**config.mk**
```make
export PLATFORM = sky130hd
export DESIGN_NAME = rst_ctrl
export DESIGN_NICKNAME = d
export VERILOG_FILES = /design/src/rtl/rst_ctrl_pkg.sv /design/src/rtl/rst_ctrl_pin_filt.sv /design/src/rtl/rst_ctrl_por_seq.sv /design/src/rtl/rst_ctrl_flag_reg.sv /design/src/rtl/rst_ctrl.sv
export SDC_FILE = /design/constraint.sdc
export NUM_CORES = 1
export LEC_CHECK = 0
export BUFFER_PORTS_ARGS = -buffer_cell sky130_fd_sc_hd__buf_4
export CAP_MARGIN = 15
export CORE_UTILIZATION = 25
export CTS_CLUSTER_DIAMETER = 80
export CTS_CLUSTER_SIZE = 14
export DETAILED_ROUTE_END_ITERATION = 6
export SYNTH_ARGS = -nofsm -noshare
export SYNTH_HDL_FRONTEND = slang
export SYNTH_HIERARCHICAL = 1
export SYNTH_SLANG_ARGS = --single-unit
```
**constraint.sdc**
```tcl
create_clock -name clk -period 2.2 [get_ports clk]
set_input_delay 0.11 -clock clk [delete_from_list [all_inputs] [get_ports clk]]
set_output_delay 0.11 -clock clk [all_outputs]
set_load 0.01 [all_outputs]
```
**src/rtl/rst_ctrl_pkg.sv**
```systemverilog
// Package: shared helpers for the reset controller.
// Assumes: counts passed in are at least 1.
package rst_ctrl_pkg;

    // Width needed to hold values 0..n inclusive.
    function automatic int cnt_w(input int n);
        return (n < 1) ? 1 : $clog2(n + 1);
    endfunction

endpackage

```
**src/rtl/rst_ctrl_pin_filt.sv**
```systemverilog
// Module: synchronises the external reset pin and accepts it only after
// PIN_MIN consecutive low samples.
// Assumes: pin is asynchronous; clk is free running. The synchronised pin
// level acts as the synchronous active-low reset of the width counter.
module rst_ctrl_pin_filt
    import rst_ctrl_pkg::*;
#(
    parameter int PIN_MIN = 20
) (
    input  logic clk,
    input  logic pin_n,
    output logic pin_hi,
    output logic pin_take,
    output logic pin_hold
);
    localparam int CW  = cnt_w(PIN_MIN);
    localparam int LIM = PIN_MIN - 1;

    logic          meta_q;
    logic          sync_q;
    logic [CW-1:0] low_cnt;
    logic          hold_q;

    // Two-stage synchroniser for the asynchronous pin.
    always_ff @(posedge clk) begin
        meta_q <= pin_n;
        sync_q <= meta_q;
    end

    // Count consecutive low samples, saturating at the limit.
    always_ff @(posedge clk) begin
        if (sync_q)
            low_cnt <= '0;
        else if (low_cnt != LIM[CW-1:0])
            low_cnt <= low_cnt + 1'b1;
    end

    // Keep the accepted pin reset until the synchronised pin returns high.
    always_ff @(posedge clk) begin
        if (sync_q)
            hold_q <= 1'b0;
        else if (pin_take)
            hold_q <= 1'b1;
    end

    assign pin_hi   = sync_q;
    assign pin_take = !sync_q && (low_cnt == LIM[CW-1:0]);
    assign pin_hold = hold_q;
endmodule

```
**src/rtl/rst_ctrl_por_seq.sv**
```systemverilog
// Module: power-on reset sequencer with a stabilisation timer.
// Assumes: supply_ok is synchronous to clk; pin_take has priority.
module rst_ctrl_por_seq
    import rst_ctrl_pkg::*;
#(
    parameter int STAB = 1000
) (
    input  logic clk,
    input  logic pin_hi,
    input  logic supply_ok,
    input  logic pin_take,
    output logic por_take,
    output logic por_hold
);
    localparam int CW  = cnt_w(STAB);
    localparam int LIM = STAB - 1;

    logic          act_q;
    logic [CW-1:0] stab_cnt;

    assign por_take = pin_hi && !supply_ok;

    // Track the power-on state and count the stable-supply cycles.
    always_ff @(posedge clk) begin
        if (pin_take) begin
            act_q    <= 1'b0;
            stab_cnt <= '0;
        end else if (por_take) begin
            act_q    <= 1'b1;
            stab_cnt <= '0;
        end else if (act_q) begin
            if (!supply_ok) begin
                stab_cnt <= '0;
            end else if (stab_cnt == LIM[CW-1:0]) begin
                act_q    <= 1'b0;
                stab_cnt <= '0;
            end else begin
                stab_cnt <= stab_cnt + 1'b1;
            end
        end
    end

    assign por_hold = act_q;
endmodule

```
**src/rtl/rst_ctrl_flag_reg.sv**
```systemverilog
// Module: power-on status flag and its capture-on-read port.
// Assumes: pin_take and por_take are never both high (they need opposite
// levels of the synchronised pin); pin_take is still checked first.
module rst_ctrl_flag_reg #(
    parameter int RD_W = 8
) (
    input  logic            clk,
    input  logic            por_take,
    input  logic            pin_take,
    input  logic            rd_en,
    output logic [RD_W-1:0] rd_data
);
    logic flag_q;

    // Set on a power-on condition, cleared only by an accepted pin reset.
    always_ff @(posedge clk) begin
        if (pin_take)
            flag_q <= 1'b0;
        else if (por_take)
            flag_q <= 1'b1;
    end

    // Capture the flag into the read register on request.
    always_ff @(posedge clk) begin
        if (rd_en)
            rd_data <= {{(RD_W-1){1'b0}}, flag_q};
    end
endmodule

```
**src/rtl/rst_ctrl.sv**
```systemverilog
// Module: reset controller top. Combines a filtered pin reset with a
// power-on reset and exposes a read-only power-on flag.
// Assumes: supply_good is synchronous; ext_rst_n may be asynchronous.
// Reset rises combinationally and falls only on a clock edge.
module rst_ctrl #(
    parameter int PIN_MIN_CYC = 20,
    parameter int STAB_CYC    = 1000,
    parameter int RD_W        = 8
) (
    input  logic            clk,
    input  logic            ext_rst_n,
    input  logic            supply_good,
    output logic            core_rst,
    input  logic            stat_rd_en,
    output logic [RD_W-1:0] stat_rd_data
);
    logic pin_hi;
    logic pin_take;
    logic pin_hold;
    logic por_take;
    logic por_hold;

    rst_ctrl_pin_filt #(.PIN_MIN(PIN_MIN_CYC)) u_pin (
        .clk      (clk),
        .pin_n    (ext_rst_n),
        .pin_hi   (pin_hi),
        .pin_take (pin_take),
        .pin_hold (pin_hold)
    );

    rst_ctrl_por_seq #(.STAB(STAB_CYC)) u_por (
        .clk       (clk),
        .pin_hi    (pin_hi),
        .supply_ok (supply_good),
        .pin_take  (pin_take),
        .por_take  (por_take),
        .por_hold  (por_hold)
    );

    rst_ctrl_flag_reg #(.RD_W(RD_W)) u_flag (
        .clk      (clk),
        .por_take (por_take),
        .pin_take (pin_take),
        .rd_en    (stat_rd_en),
        .rd_data  (stat_rd_data)
    );

    // Raise at once on any accepted cause; fall when both held states clear.
    assign core_rst = pin_take | pin_hold | por_take | por_hold;
endmodule

```
# Yosys cells after proc, flatten, opt, wreduce, memory -nomap -nowiden
# Index checks and enable logic that the tools add are counted.
[word_totals] ff_bits=21 ramBits=0 output_inout_bits=9 latch_bits=0 word_cells=27 inputBits=4 rom_bits=0 n_memories=0
[classes] n_reduce_logical=5 n_eq_ne=3 n_mul=0 shift=0 n_lt_le_gt_ge=0 addsub=2 bitwise_logic=3 muxes=6 div=0
[ops] operator="10-bit two-way mux" n=2
[ops] operator="10-bit by 1-bit adder with 10-bit output, second input constant" n=1
[ops] operator="10-bit equality test, second input constant" n=1
[ops] operator="5-bit by 1-bit adder with 5-bit output, second input constant" n=1
[ops] operator="5-bit equality test, second input constant" n=1
[ops] operator="5-bit != test, second input constant" n=1
[ops] operator="1-bit two-way mux" n=4
[ops] operator="1-bit OR" n=3
[ops] operator="1-bit logical AND" n=2
[ops] operator="1-bit logical NOT" n=2
[ops] operator="2-bit OR reduction" n=1

# Logic depth before layout (Yosys ltp)
# Gate-level depths: netlist of run 1.
[depth] ltp_word=5 depth_mapped=8 ltp_nobuf=7

# Hierarchy
# The synthesis of run 1 kept the hierarchy.
[by_module_without_submodules] module="rst_ctrl_por_seq" seq_area_each_um2=220.2 cells_each=68 n_inst=1 area_each_um2=620.6
[by_module_without_submodules] module="rst_ctrl_pin_filt" seq_area_each_um2=160.2 cells_each=30 n_inst=1 area_each_um2=346.6
[by_module_without_submodules] module="rst_ctrl_flag_reg" seq_area_each_um2=50.0 cells_each=11 n_inst=1 area_each_um2=116.4
[by_module_without_submodules] module="rst_ctrl" seq_area_each_um2=0.0 cells_each=1 n_inst=1 area_each_um2=7.5

# Worst setup path before layout of run 1
# OpenSTA, ideal clock, no wires.
[synth_timing] path_type="reg-to-reg" startpoint="reg u_pin.low_cnt[0]" endpoint="reg u_por.stab_cnt[8]" path_buffers=1 required_time_ns=2.128 path_stages_with_launch=9 slack_ns=0.422 synth_period_minus_slack_ns=1.778 setup_time_ns=0.072 t_arrival_ns=1.706 path_cell_list="dfxtp_1 ha_1 and4bb_1 buf_6 nor2b_1 nand3b_2 a41oi_4 nand4_1 mux2i_1"
[synth_via] elab_chain_cells=3
[synth_rtl] element="start: declaration" line_no="rst_ctrl_pin_filt.sv:21" text="logic [CW-1:0] low_cnt;"
[synth_rtl] element="start signal: assignment" line_no="rst_ctrl_pin_filt.sv:35" text="low_cnt <= low_cnt + 1'b1;"
[synth_rtl] element="5-bit equality test" line_no="rst_ctrl_pin_filt.sv:47" text="assign pin_take = !sync_q && (low_cnt == LIM[CW-1:0]);"
[synth_rtl] element="1-bit logical AND" line_no="rst_ctrl_pin_filt.sv:47"
[synth_rtl] element="named net pin_take" line_no="rst_ctrl.sv:18" text="logic pin_take;"
[synth_rtl] element="2-bit OR reduction (no line)"
[synth_rtl] element="end signal: assignment" line_no="rst_ctrl_por_seq.sv:38" text="stab_cnt <= stab_cnt + 1'b1;"
[synth_rtl] element="end: declaration" line_no="rst_ctrl_por_seq.sv:19" text="logic [CW-1:0] stab_cnt;"
# The timed path passes the listed nets, and every way through them passes these cells.
# A chain may end at the register's enable or synchronous reset.

# Worst setup path after layout of run 1
[layout_timing] startpoint="reg u_pin.low_cnt[0]" endpoint="out core_rst"
[layout_via] elab_chain_cells=5
[layout_rtl] element="5-bit equality test" line_no="rst_ctrl_pin_filt.sv:47"
[layout_rtl] element="1-bit logical AND" line_no="rst_ctrl_pin_filt.sv:47"
[layout_rtl] element="named net pin_take" line_no="rst_ctrl.sv:18"
[layout_rtl] element="1-bit OR (3 in series)" line_no="rst_ctrl.sv:49" text="assign core_rst = pin_take | pin_hold | por_take | por_hold;"
[layout_rtl] element="end: declaration" line_no="rst_ctrl.sv:13" text="output logic core_rst,"
# The timed path passes the listed nets, and every way through them passes these cells.

==> results of run 1 <==
-- logic make-up (layout without fill, tap and decap cells) --
kind of cell | after synthesis | in the layout | synth area share (%)
and+or+nand+nor | 46 | 46 | 28.7
muxes | 5 | 5 | 5.16
xor gates and xnor gates | 5 | 5 | 4.01
adders and majority gates | 2 | 2 | 2.29
other | 1 | 7 | 0.344
DFF | 21 | 21 | 39.4
AOI/OAI and AO/OA | 15 | 15 | 11.4
buffers and inverters | 15 | 15 | 8.71
-- worst reg2reg max path: stages, from the launching register on --
cell,delay (ns)
dfxtp_1,0.39
ha_1,0.22
and4bb_1,0.22
nor2b_1,0.33
nand3b_2,0.22
a41oi_4,0.06
a21oi_1,0.17
mux2i_1,0.08
-- how the worst max path moves through the flow --
| stage | startpoint | endpoint | slack [ns] |
|---|---|---|---|
| 6_report | u_pin/low_cnt[0]$_SDFFE_PP0P_ | core_rst | 0.16 |
| 5_1_grt | u_pin/low_cnt[0]$_SDFFE_PP0P_ | core_rst | 0.07 |
| 4_1_cts | u_pin/low_cnt[0]$_SDFFE_PP0P_ | core_rst | 0.14 |
| 3_5_place_dp | u_pin/low_cnt[0]$_SDFFE_PP0P_ | u_por/stab_cnt[9]$_SDFFE_PP0P_ | 0.38 |
| 3_3_place_gp | u_pin/low_cnt[1]$_SDFFE_PP0P_ | u_por/stab_cnt[9]$_SDFFE_PP0P_ | 0.44 |
| 2_1_floorplan | u_pin/low_cnt[0]$_SDFFE_PP0P_ | u_por/stab_cnt[8]$_SDFFE_PP0P_ | 0.42 |
-- cell type report --
| cell class | count | area (µm²) | area share [%] |
|---|---|---|---|
| multi-input cells | 80 | 588 | 49.2 |
| flip-flops and latches | 21 | 430 | 36.0 |
| well taps | 50 | 62.6 | 5.23 |
| repair buffers | 7 | 55.1 | 4.60 |
| clock buffers | 4 | 45.0 | 3.77 |
| inverters | 4 | 15.0 | 1.26 |
-- layer usage --
metal,part of all wire [%],vias to the layer above
met2,49,8
met4,0.86,0
met1,48,350
met3,2.3,2
li1,-,385
met5,0,-
-- cell usage after synthesis, drive strengths merged, types with 3 or more instances --
| cell type | n | area share, % |
|---|---|---|
| dfxtp | 20 | 37 |
| mux2i | 3 | 2.8 |
| inv | 4 | 1.4 |
| nor2b | 5 | 3.1 |
| and4 | 3 | 2.6 |
| a21oi | 7 | 3.2 |
| nand3 | 6 | 2.8 |
| buf | 10 | 7.0 |
| nand2b | 4 | 2.3 |
| nand4 | 5 | 4.2 |
| nor2 | 9 | 3.1 |
| xor2 | 3 | 2.4 |
-- stage by stage --
stage	setup slack (ns)	util (%)	std cells	power, mW
finish	0.162	29.3	166	0.695
CTS	0.144	29.3	166	0.709
global placement	0.442	27.9	161	0.456
detailed placement	0.380	27.9	161	0.458
floorplan	0.422	-	116	0.454
global route	0.0718	29.3	166	0.728
-- power by group through the flow --
stage	sequential [mW]	clock [mW]	combinational [mW]
floorplan	0.408	0	0.0460
global placement	0.412	0	0.0443
detailed placement	0.413	0	0.0453
CTS	0.404	0.258	0.0469
global route	0.406	0.269	0.0534
finish	0.404	0.245	0.0467
-- flip-flops by register name (all words and copies together), names as in the netlist --
signal and flops:
u_por/stab_cnt 10, u_pin/low_cnt 5, u_flag/flag_q 1, u_flag/rd_data 1, u_pin/meta_q 1, u_pin/pin_hi 1, u_pin/pin_hold 1, u_por/por_hold 1
-- repair_timing --
| action | 4_1_cts | 5_1_grt |
|---|---|---|
| hold buffers | 1 | 0 |
| resized for setup | 0 | 0 |
| hold endpoints to repair | 1 | 0 |
-- layout by cell type (no fill, tap or decap), types with 2 or more instances in the layout --
cell type | Yosys | final
nand4_1 | 4 | 4
nand3_1 | 6 | 6
dfxtp_1 | 20 | 20
and4_1 | 2 | 2
mux2i_1 | 3 | 3
nand2b_1 | 4 | 4
nor2b_1 | 4 | 4
xor2_1 | 3 | 3
clkbuf_8 | 0 | 3
conb_1 | 1 | 7
nand2_1 | 2 | 2
inv_1 | 4 | 4
buf_4 | 8 | 6
a21oi_1 | 7 | 7
ha_1 | 2 | 2
xnor2_1 | 2 | 2
nor2_1 | 9 | 9
==> qor.yml, run 1 <==
outcome:
  status: "finished, final reports clean"
die:
  core_area_mm2: 0.00409
  num_rows: 23
  die_h_um: 68.1
  start_util_pct: 26.7
  boundaryPins: 13
  dieArea_mm2: 0.00463
  die_x_um: 68.1
global_route:
  grt_pass1_wl_um: 2990
  grt-busiest-layer: "met2"
  grt_pass1_vias: 703
  use_met3_pct: 1.50
  use_met2_pct: 13.7
  use_met1_pct: 10.8
  grt_max_degree: 15
  antenna_found_initial: 0
  grtUsageTotal_pct: 8.48
  grt_overflow: 0
timing:
  finalSetupTns_ns: 0
  fin_skew_ns: 0.00212
  setup_viol: 0
  period_needed_ns: 2.04
  holdWs_ns: 0.0434
  slew_violations: 0
  finalHoldViolCount: 0
  fmax_mhz: 491
  fin_crit_sh_pct: 92.6
  rsz0062_at_grt: "false"
hold_path:
  hold_start: "stat_rd_en"
  min_delay_path_depth: 1
  hp-class: "in -> reg"
  hold_end: "u_flag/rd_data[0]$_DFFE_PP_"
pwr:
  seqPwrFrac_pct: 58.1
  pwr-share-clk_pct: 35.2
  swShare_pct: 21.7
  power.switching_uw: 151
  ir_worst_vdd_mv: 0.244
  p_int_uw: 544
  pwr_density_cell_mw_per_mm2: 581
  p_leak_nw: 0.447
  power_frac_comb_pct: 6.7
synthesis:
  syn_avg_cell_area_um2: 9.92
  synth.cell_area_mm2: 0.00109
  yosysWarningCount: 6
  syn_inst: 110
  synthFlopType: "dfxtp_1"
  synth_edf_count: 1
  yosysUniqueCellTypes: 45
  synthArstFlopShare_pct: 0
  seq_area_frac_synth_pct: 39.4
  synth_seq_cells: 21
critical_path:
  cp_num_buf_inv: 1
  cp.arrival_ns: 1.93
  worst-endpoint-required_ns: 2.09
  critPathTopFamily: "simple AND/OR/NAND/NOR gates"
  regToRegStartpoint: "u_pin/low_cnt[0]$_SDFFE_PP0P_"
  critical_path.cell_chain: "ha_1, and4bb_1, nor2b_1, or4_1, buf_4"
  crit_type: "reg -> out"
  ff2ff_path_depth: 7
  critPathLaunchType: "flop"
  slowest_delay_ns: 0.53
  cp.depth: 5
  slowest_stage: "or4_1"
  crit_path_max_fanout: 6
  endpoint_kind: "output port"
  r2r-end: "u_por/stab_cnt[9]$_SDFFE_PP0P_"
  r2r_slack_ns: 0.39
route:
  via_per_inst: 4.49
  drc_errors: 0
  wl_per_cell_um: 10.5
  initialDrtViolationCount: 11
  postRouteAntennaNets: 0
  vias: 745
  routed_wl_um: 1750
  drt_first_pass_iters: 4
flow_run:
  maxCapViolations: 0
cts:
  cts_root_buffer: "clkbuf_8"
  post-cts-setup-buffers: 0
  numCtsBuffers: 3
  clock_sinks: 21
  htreeDepth: 1
  clk_pin_slew_worst_paths_ns: 0.07
  clkLatencyLatePin_ns: 0.26
  cts.path.max_buffers: 2
  cts_tree: "built"
finish:
  syn_to_final_growth_pct: 9.63
  fin_nets: 123
  design_area_mm2: 0.00120
  final_layout_size_suffix_gt1_share_pct: 17.2
  diodes: 0
  num-fill-cells: 438
placed_design:
  place_area_mm2: 0.00114
  dp_hpwl_um: 1330
  place_congestion: 0.745
  io_buffers: 5
No activity file was read; power rests on OpenSTA's default activity.
==> run 2: changes to the inputs <==
--- a/config.mk
+++ b/config.mk
@@ -7,10 +7,11 @@
 export LEC_CHECK = 0
 export BUFFER_PORTS_ARGS = -buffer_cell sky130_fd_sc_hd__buf_4
 export CAP_MARGIN = 15
-export CORE_UTILIZATION = 25
+export CORE_UTILIZATION = 45
 export CTS_CLUSTER_DIAMETER = 80
 export CTS_CLUSTER_SIZE = 14
 export DETAILED_ROUTE_END_ITERATION = 6
+export PLACE_DENSITY_LB_ADDON = 0.08
 export SYNTH_ARGS = -nofsm -noshare
 export SYNTH_HDL_FRONTEND = slang
 export SYNTH_HIERARCHICAL = 1
==> qor.yml, run 2 (synthesis gave the netlist of run 1 again) <==
pwr:
  p_leak_nw: 0.443  # was 0.447 nW
  total_power_uw: 639  # was 695 µW
  ir_worst_vdd_mv: 0.332  # was 0.244 mV
  pwr_density_cell_mw_per_mm2: 551  # was 581 mW/mm²
timing:
  rsz0062_at_grt: "false"  # unchanged
  fmax_mhz: 477  # was 491 MHz
  setup_ws_ns: 0.104  # was 0.162 ns
  fin_crit_sh_pct: 95.3  # was 92.6%
  finalSetupTns_ns: 0  # unchanged
  period_needed_ns: 2.10  # was 2.04 ns
  slew_violations: 0  # unchanged
  setup_viol: 0  # unchanged
  finalHoldViolCount: 0  # unchanged
  fin_skew_ns: 0.000659  # was 0.00212 ns
die:
  dieArea_mm2: 0.00263  # was 0.00463 mm²
  die_h_um: 51.2  # was 68.1 µm
  core_area_mm2: 0.00225  # was 0.00409 mm²
  boundaryPins: 13  # unchanged
  die_x_um: 51.2  # was 68.1 µm
  start_util_pct: 48.4  # was 26.7%
  num_rows: 17  # was 23
critical_path:
  critPathLaunchType: "flop"  # unchanged
  cp.arrival_ns: 1.99  # was 1.93 ns
  worst-endpoint-required_ns: 2.09  # about the same
  endpoint_kind: "output port"  # unchanged
  crit_type: "reg -> out"  # unchanged
  ff2ff_path_depth: 7  # unchanged
  r2r-end: "u_por/stab_cnt[8]$_SDFFE_PP0P_"  # was u_por/stab_cnt[9]$_SDFFE_PP0P_
  regToRegStartpoint: "u_pin/low_cnt[0]$_SDFFE_PP0P_"  # unchanged
  crit_path_max_fanout: 6  # unchanged
  r2r_slack_ns: 0.39  # about the same
cts:
  cts.path.max_buffers: 2  # unchanged
  cts_root_buffer: "clkbuf_4"  # was clkbuf_8
  cts_resized: 0  # unchanged
  cts_tree: "built"  # unchanged
  clk_pin_slew_worst_paths_ns: 0.11  # was 0.07 ns
  clock_sinks: 21  # unchanged
  numCtsBuffers: 3  # unchanged
  htreeDepth: 1  # unchanged
  clkLatencyLatePin_ns: 0.31  # was 0.26 ns
  post-cts-setup-buffers: 0  # unchanged
global_route:
  antenna_found_initial: 0  # unchanged
  grt_pass1_wl_um: 2840  # was 2990 µm
  grtUsageTotal_pct: 14.9  # was 8.48%
  grt_overflow: 0  # unchanged
  grt_max_degree: 15  # unchanged
  grt_pass1_vias: 657  # was 703
finish:
  diodes: 0  # unchanged
  layout_commonest_cell: "dfxtp_1"  # unchanged
  top_register: "u_por/stab_cnt"  # unchanged
  final_cell_mix: "20 x dfxtp_1, 9 x nor2_1, 7 x conb_1, 7 x a21oi_1"  # unchanged
  fin_nets: 124  # was 123
  top_regs: "u_por/stab_cnt x10, u_pin/low_cnt x5"  # unchanged
  largest_reg_flops: 10  # unchanged
  fin_util_pct: 51.4  # was 29.3%
  syn_to_final_growth_pct: 6.31  # was 9.63%
  final_layout_size_suffix_gt1_share_pct: 17.1  # was 17.2%
route:
  routed_wl_um: 1700  # was 1750 µm
  drt_first_pass_iters: 4  # unchanged
  vias: 773  # was 745
  postRouteAntennaNets: 0  # unchanged
  drc_errors: 0  # unchanged
  via_per_inst: 5.33  # was 4.49
  wl_per_cell_um: 11.7  # was 10.5 µm
  initialDrtViolationCount: 12  # was 11
hold_path:
  min_delay_path_depth: 3  # was 1
  hp-class: "in -> reg"  # unchanged
  hold_end: "u_por/stab_cnt[0]$_SDFFE_PP0P_"  # was u_flag/rd_data[0]$_DFFE_PP_
  hold_start: "supply_good"  # was stat_rd_en
placed_design:
  io_buffers: 5  # unchanged
  place_ws_ns: 0.412  # was 0.380 ns
  place_congestion: 0.758  # was 0.745
  dp_hpwl_um: 1250  # was 1330 µm
flow_run:
  maxCapViolations: 0  # unchanged
outcome:
  status: "finished, final reports clean"  # unchanged
run 2: cell types whose count changed in the layout (fill, tap and decap cells not counted), sizes merged:
cell         delta
dlygate4sd3     +1
run 2: how the worst max path moves through the flow:
stage / startpoint / to / slack [ns] / depth (start not counted)
finish: u_pin/low_cnt[0]$_SDFFE_PP0P_ / core_rst / 0.10 / 5
global route: u_pin/low_cnt[0]$_SDFFE_PP0P_ / core_rst / 0.01 / 5
CTS: u_pin/low_cnt[0]$_SDFFE_PP0P_ / core_rst / 0.09 / 5
detailed placement: u_pin/low_cnt[0]$_SDFFE_PP0P_ / u_por/stab_cnt[8]$_SDFFE_PP0P_ / 0.41 / 7
global placement: u_pin/low_cnt[0]$_SDFFE_PP0P_ / u_por/stab_cnt[8]$_SDFFE_PP0P_ / 0.47 / 7
floorplan: u_pin/low_cnt[0]$_SDFFE_PP0P_ / u_por/stab_cnt[8]$_SDFFE_PP0P_ / 0.42 / 8
run 2: area by class of cell:
type	count	area [µm²]
Multi-Input combinational cell	80	588
Tap cell	28	35.0
Fill cell	218	1090
Inverter	4	15.0
Sequential cell	21	430
Timing Repair Buffer	8	65.1
Clock buffer	4	26.3
run 2: what timing repair did:
| action | 4_1_cts | 5_1_grt |
|---|---|---|
| endpoints found under the hold margin | 2 | 0 |
| hold buffers | 2 | 0 |
| endpoints found under the setup margin | 0 | 0 |
run 2: layer usage:
metal | vias up | global-route usage (%) | share of wire, %
met5 | - | 0 | 0
met4 | 0 | 9.46 | 2.6
met3 | 5 | 4.17 | 4.1
met2 | 19 | 22.8 | 46
met1 | 362 | 18.1 | 48
li1 | 387 | - | -
run 2: power by group:
part           switching [mW]  total (mW)  internal (mW)  leakage, nW
logic                  0.0250      0.0484         0.0235        0.259
clock network           0.116       0.187         0.0708       0.0150
registers              0.0107       0.404          0.393        0.170
run 2: critical path, stage by stage (launching register included):
cell and delay (ns):
dfxtp_1 0.36, ha_1 0.25, and4bb_1 0.21, nor2b_1 0.18
or4_1 0.53, buf_4 0.16
run 2: through the flow:
step,hold WS (ns),area [µm²],cells
global placement,0.215,1110,139
finish,0.140,1160,145
floorplan,0.138,1110,116
detailed placement,0.216,1110,139
CTS,0.124,1160,145
global route,0.126,1160,145
==> run 3: changes to the inputs <==
--- a/config.mk
+++ b/config.mk
@@ -11,7 +11,9 @@
 export CTS_CLUSTER_DIAMETER = 80
 export CTS_CLUSTER_SIZE = 14
 export DETAILED_ROUTE_END_ITERATION = 6
+export GPL_TIMING_DRIVEN = 0
 export PLACE_DENSITY_LB_ADDON = 0.08
+export SETUP_SLACK_MARGIN = 0.15
 export SYNTH_ARGS = -nofsm -noshare
 export SYNTH_HDL_FRONTEND = slang
 export SYNTH_HIERARCHICAL = 1
==> qor.yml, run 3 (synthesis gave the netlist of run 1 again) <==
critical_path:
  r2r-end: "u_por/stab_cnt[9]$_SDFFE_PP0P_"  # was u_por/stab_cnt[8]$_SDFFE_PP0P_
  ff2ff_path_depth: 9  # was 7
  r2r_slack_ns: 0.35  # was 0.39 ns
  cp.arrival_ns: 1.89  # was 1.99 ns
  slowest_stage: "or4_4"  # was or4_1
  crit_type: "reg -> out"  # unchanged
  critPathTopFamily: "simple AND/OR/NAND/NOR gates"  # unchanged
  cp_common_cell: "buf_6"
  critPathLaunchType: "flop"  # unchanged
  endpoint_kind: "output port"  # unchanged
  critical_path.cell_chain: "ha_4, and4bb_1, buf_6, nor2b_4, or4_4, buf_6"  # was ha_1, and4bb_1, nor2b_1, or4_1, buf_4
  slowest_delay_ns: 0.53  # about the same
  regToRegStartpoint: "u_pin/low_cnt[0]$_SDFFE_PP0P_"  # unchanged
  crit_path_max_fanout: 4  # was 6
  cp_num_buf_inv: 2  # was 1
  worst-endpoint-required_ns: 2.09  # about the same
die:
  boundaryPins: 13  # unchanged
  dieArea_mm2: 0.00263  # unchanged
  die_x_um: 51.2  # unchanged
  num_rows: 17  # unchanged
  start_util_pct: 48.4  # unchanged
  core_area_mm2: 0.00225  # unchanged
  die_h_um: 51.2  # unchanged
global_route:
  grtUsageTotal_pct: 16.5  # was 14.9%
  grt-busiest-layer: "met2"  # unchanged
  use_met3_pct: 3.57  # was 4.17%
  antenna_found_initial: 0  # unchanged
  grt_overflow: 0  # unchanged
  grt_pass1_wl_um: 3180  # was 2840 µm
  use_met1_pct: 19.4  # was 18.1%
  grt_pass1_vias: 770  # was 657
  grt_max_degree: 12  # was 15
  use_met2_pct: 27.4  # was 22.8%
cts:
  clkLatencyLatePin_ns: 0.29  # was 0.31 ns
  cts_tree: "built"  # unchanged
  htreeDepth: 1  # unchanged
  numCtsBuffers: 3  # unchanged
  clock_sinks: 21  # unchanged
  cts.path.max_buffers: 2  # unchanged
  clk_pin_slew_worst_paths_ns: 0.12  # was 0.11 ns
  cts_root_buffer: "clkbuf_4"  # unchanged
finish:
  top_register: "u_por/stab_cnt"  # unchanged
  fin_nets: 140  # was 124
  diodes: 0  # unchanged
  top_regs: "u_por/stab_cnt x10, u_pin/low_cnt x5"  # unchanged
  syn_to_final_growth_pct: 19.8  # was 6.31%
  final_layout_size_suffix_gt1_share_pct: 30.1  # was 17.1%
  num-fill-cells: 222  # was 218
  largest_reg_flops: 10  # unchanged
  instances_no_fill: 161  # was 145
  fin_util_pct: 58.0  # was 51.4%
  final_cell_mix: "18 x buf_4, 18 x dfxtp_1, 9 x nor2_1"  # was 20 x dfxtp_1, 9 x nor2_1, 7 x conb_1, 7 x a21oi_1
pwr:
  power.switching_uw: 154  # was 152 µW
  swShare_pct: 23.5  # was 23.8%
  ir_worst_vdd_mv: 0.409  # was 0.332 mV
  pwr_density_cell_mw_per_mm2: 502  # was 551 mW/mm²
  p_int_uw: 502  # was 487 µW
  power_frac_comb_pct: 10.6  # was 7.6%
  pwr-share-clk_pct: 28.0  # was 29.3%
  seqPwrFrac_pct: 61.3  # was 63.2%
  p_leak_nw: 0.526  # was 0.443 nW
timing:
  fmax_mhz: 500  # was 477 MHz
  fin_skew_ns: 0.00287  # was 0.000659 ns
  period_needed_ns: 2.00  # was 2.10 ns
  holdWs_ns: 0.135  # was 0.140 ns
  slew_violations: 0  # unchanged
  finalHoldViolCount: 0  # unchanged
  setup_viol: 0  # unchanged
  finalSetupTns_ns: 0  # unchanged
  rsz0062_at_grt: "true"  # was false
  fin_crit_sh_pct: 90.8  # was 95.3%
route:
  vias: 818  # was 773
  initialDrtViolationCount: 14  # was 12
  postRouteAntennaNets: 0  # unchanged
  drc_errors: 0  # unchanged
  via_per_inst: 5.08  # was 5.33
  wl_per_cell_um: 11.5  # was 11.7 µm
  routed_wl_um: 1850  # was 1700 µm
  drt_first_pass_iters: 4  # unchanged
hold_path:
  min_delay_path_depth: 3  # unchanged
  hp-class: "in -> reg"  # unchanged
  hold_end: "u_por/stab_cnt[0]$_SDFFE_PP0P_"  # unchanged
  hold_start: "supply_good"  # unchanged
placed_design:
  dp_hpwl_um: 1290  # was 1250 µm
  place_congestion: 0.782  # was 0.758
  io_buffers: 5  # unchanged
  dp.cells: 149  # was 139
outcome:
  status: "finished, final reports clean"  # unchanged
flow_run:
  maxCapViolations: 0  # unchanged
==> run 3: cell types whose count changed in the layout (fill, tap and decap cells not counted), sizes merged <==
cell / before / now
clkbuf: 4 / 5
buf: 6 / 21
==> run 3: worst max-delay path by stage <==
stage / from / to / slack, ns / depth (start not counted)
2_1_floorplan: u_pin/low_cnt[0]$_SDFFE_PP0P_ / u_por/stab_cnt[8]$_SDFFE_PP0P_ / 0.42 / 8
3_3_place_gp: u_pin/low_cnt[0]$_SDFFE_PP0P_ / u_por/stab_cnt[9]$_SDFFE_PP0P_ / 0.28 / 8
3_5_place_dp: u_pin/low_cnt[0]$_SDFFE_PP0P_ / u_por/stab_cnt[8]$_SDFFE_PP0P_ / 0.26 / 8
4_1_cts: u_pin/low_cnt[0]$_SDFFE_PP0P_ / core_rst / 0.16 / 6
5_1_grt: u_pin/low_cnt[1]$_SDFFE_PP0P_ / core_rst / 0.14 / 6
6_report: u_pin/low_cnt[0]$_SDFFE_PP0P_ / core_rst / 0.20 / 6
==> run 3: layer usage <==
layer / part of all wire, % / up-vias
met5: 0 / -
met4: 1.4 / 0
met3: 2.8 / 2
met2: 45 / 11
met1: 50 / 387
li1: - / 418
==> run 3: timing repair <==
| item | 4_1_cts | 5_1_grt |
|---|---|---|
| setup endpoints to repair | 1 | 1 |
| endpoints found under the hold margin | 2 | 0 |
| gates resized for setup | 8 | 0 |
| hold buffers | 2 | 0 |
| pin swaps | 2 | 1 |
| setup buffers | 4 | 2 |
==> run 3: power groups by stage <==
stage	logic (mW)	clock network, mW	registers [mW]
5_1_grt	0.0778	0.210	0.404
3_3_place_gp	0.0562	0	0.410
3_5_place_dp	0.0571	0	0.410
6_report	0.0698	0.184	0.403
2_1_floorplan	0.0460	0	0.408
4_1_cts	0.0703	0.191	0.402
==> run 3: cell type report <==
cell class / count / area [µm²] / area share, %
plain buffers: 11 / 80.1 / 6.12
repair buffers: 13 / 106 / 8.13
multi-input cells: 80 / 612 / 46.8
flip-flops and latches: 21 / 433 / 33.1
clock buffers: 4 / 26.3 / 2.01
well taps: 28 / 35.0 / 2.68
inverters: 4 / 15.0 / 1.15
==> run 3: worst min-delay path, cell delays in order <==
cell	delay [ns]
buf_4	0.14
nand4b_1	0.08
a21oi_1	0.06
==> run 3: per-stage QoR <==
stage	setup slack (ns)	total power, mW	cell area, µm²
after floorplan	0.422	0.454	1110
after global placement	0.276	0.466	1190
after CTS	0.158	0.664	1290
after global routing	0.137	0.692	1310
final	0.202	0.656	1310
after detailed placement	0.258	0.467	1190
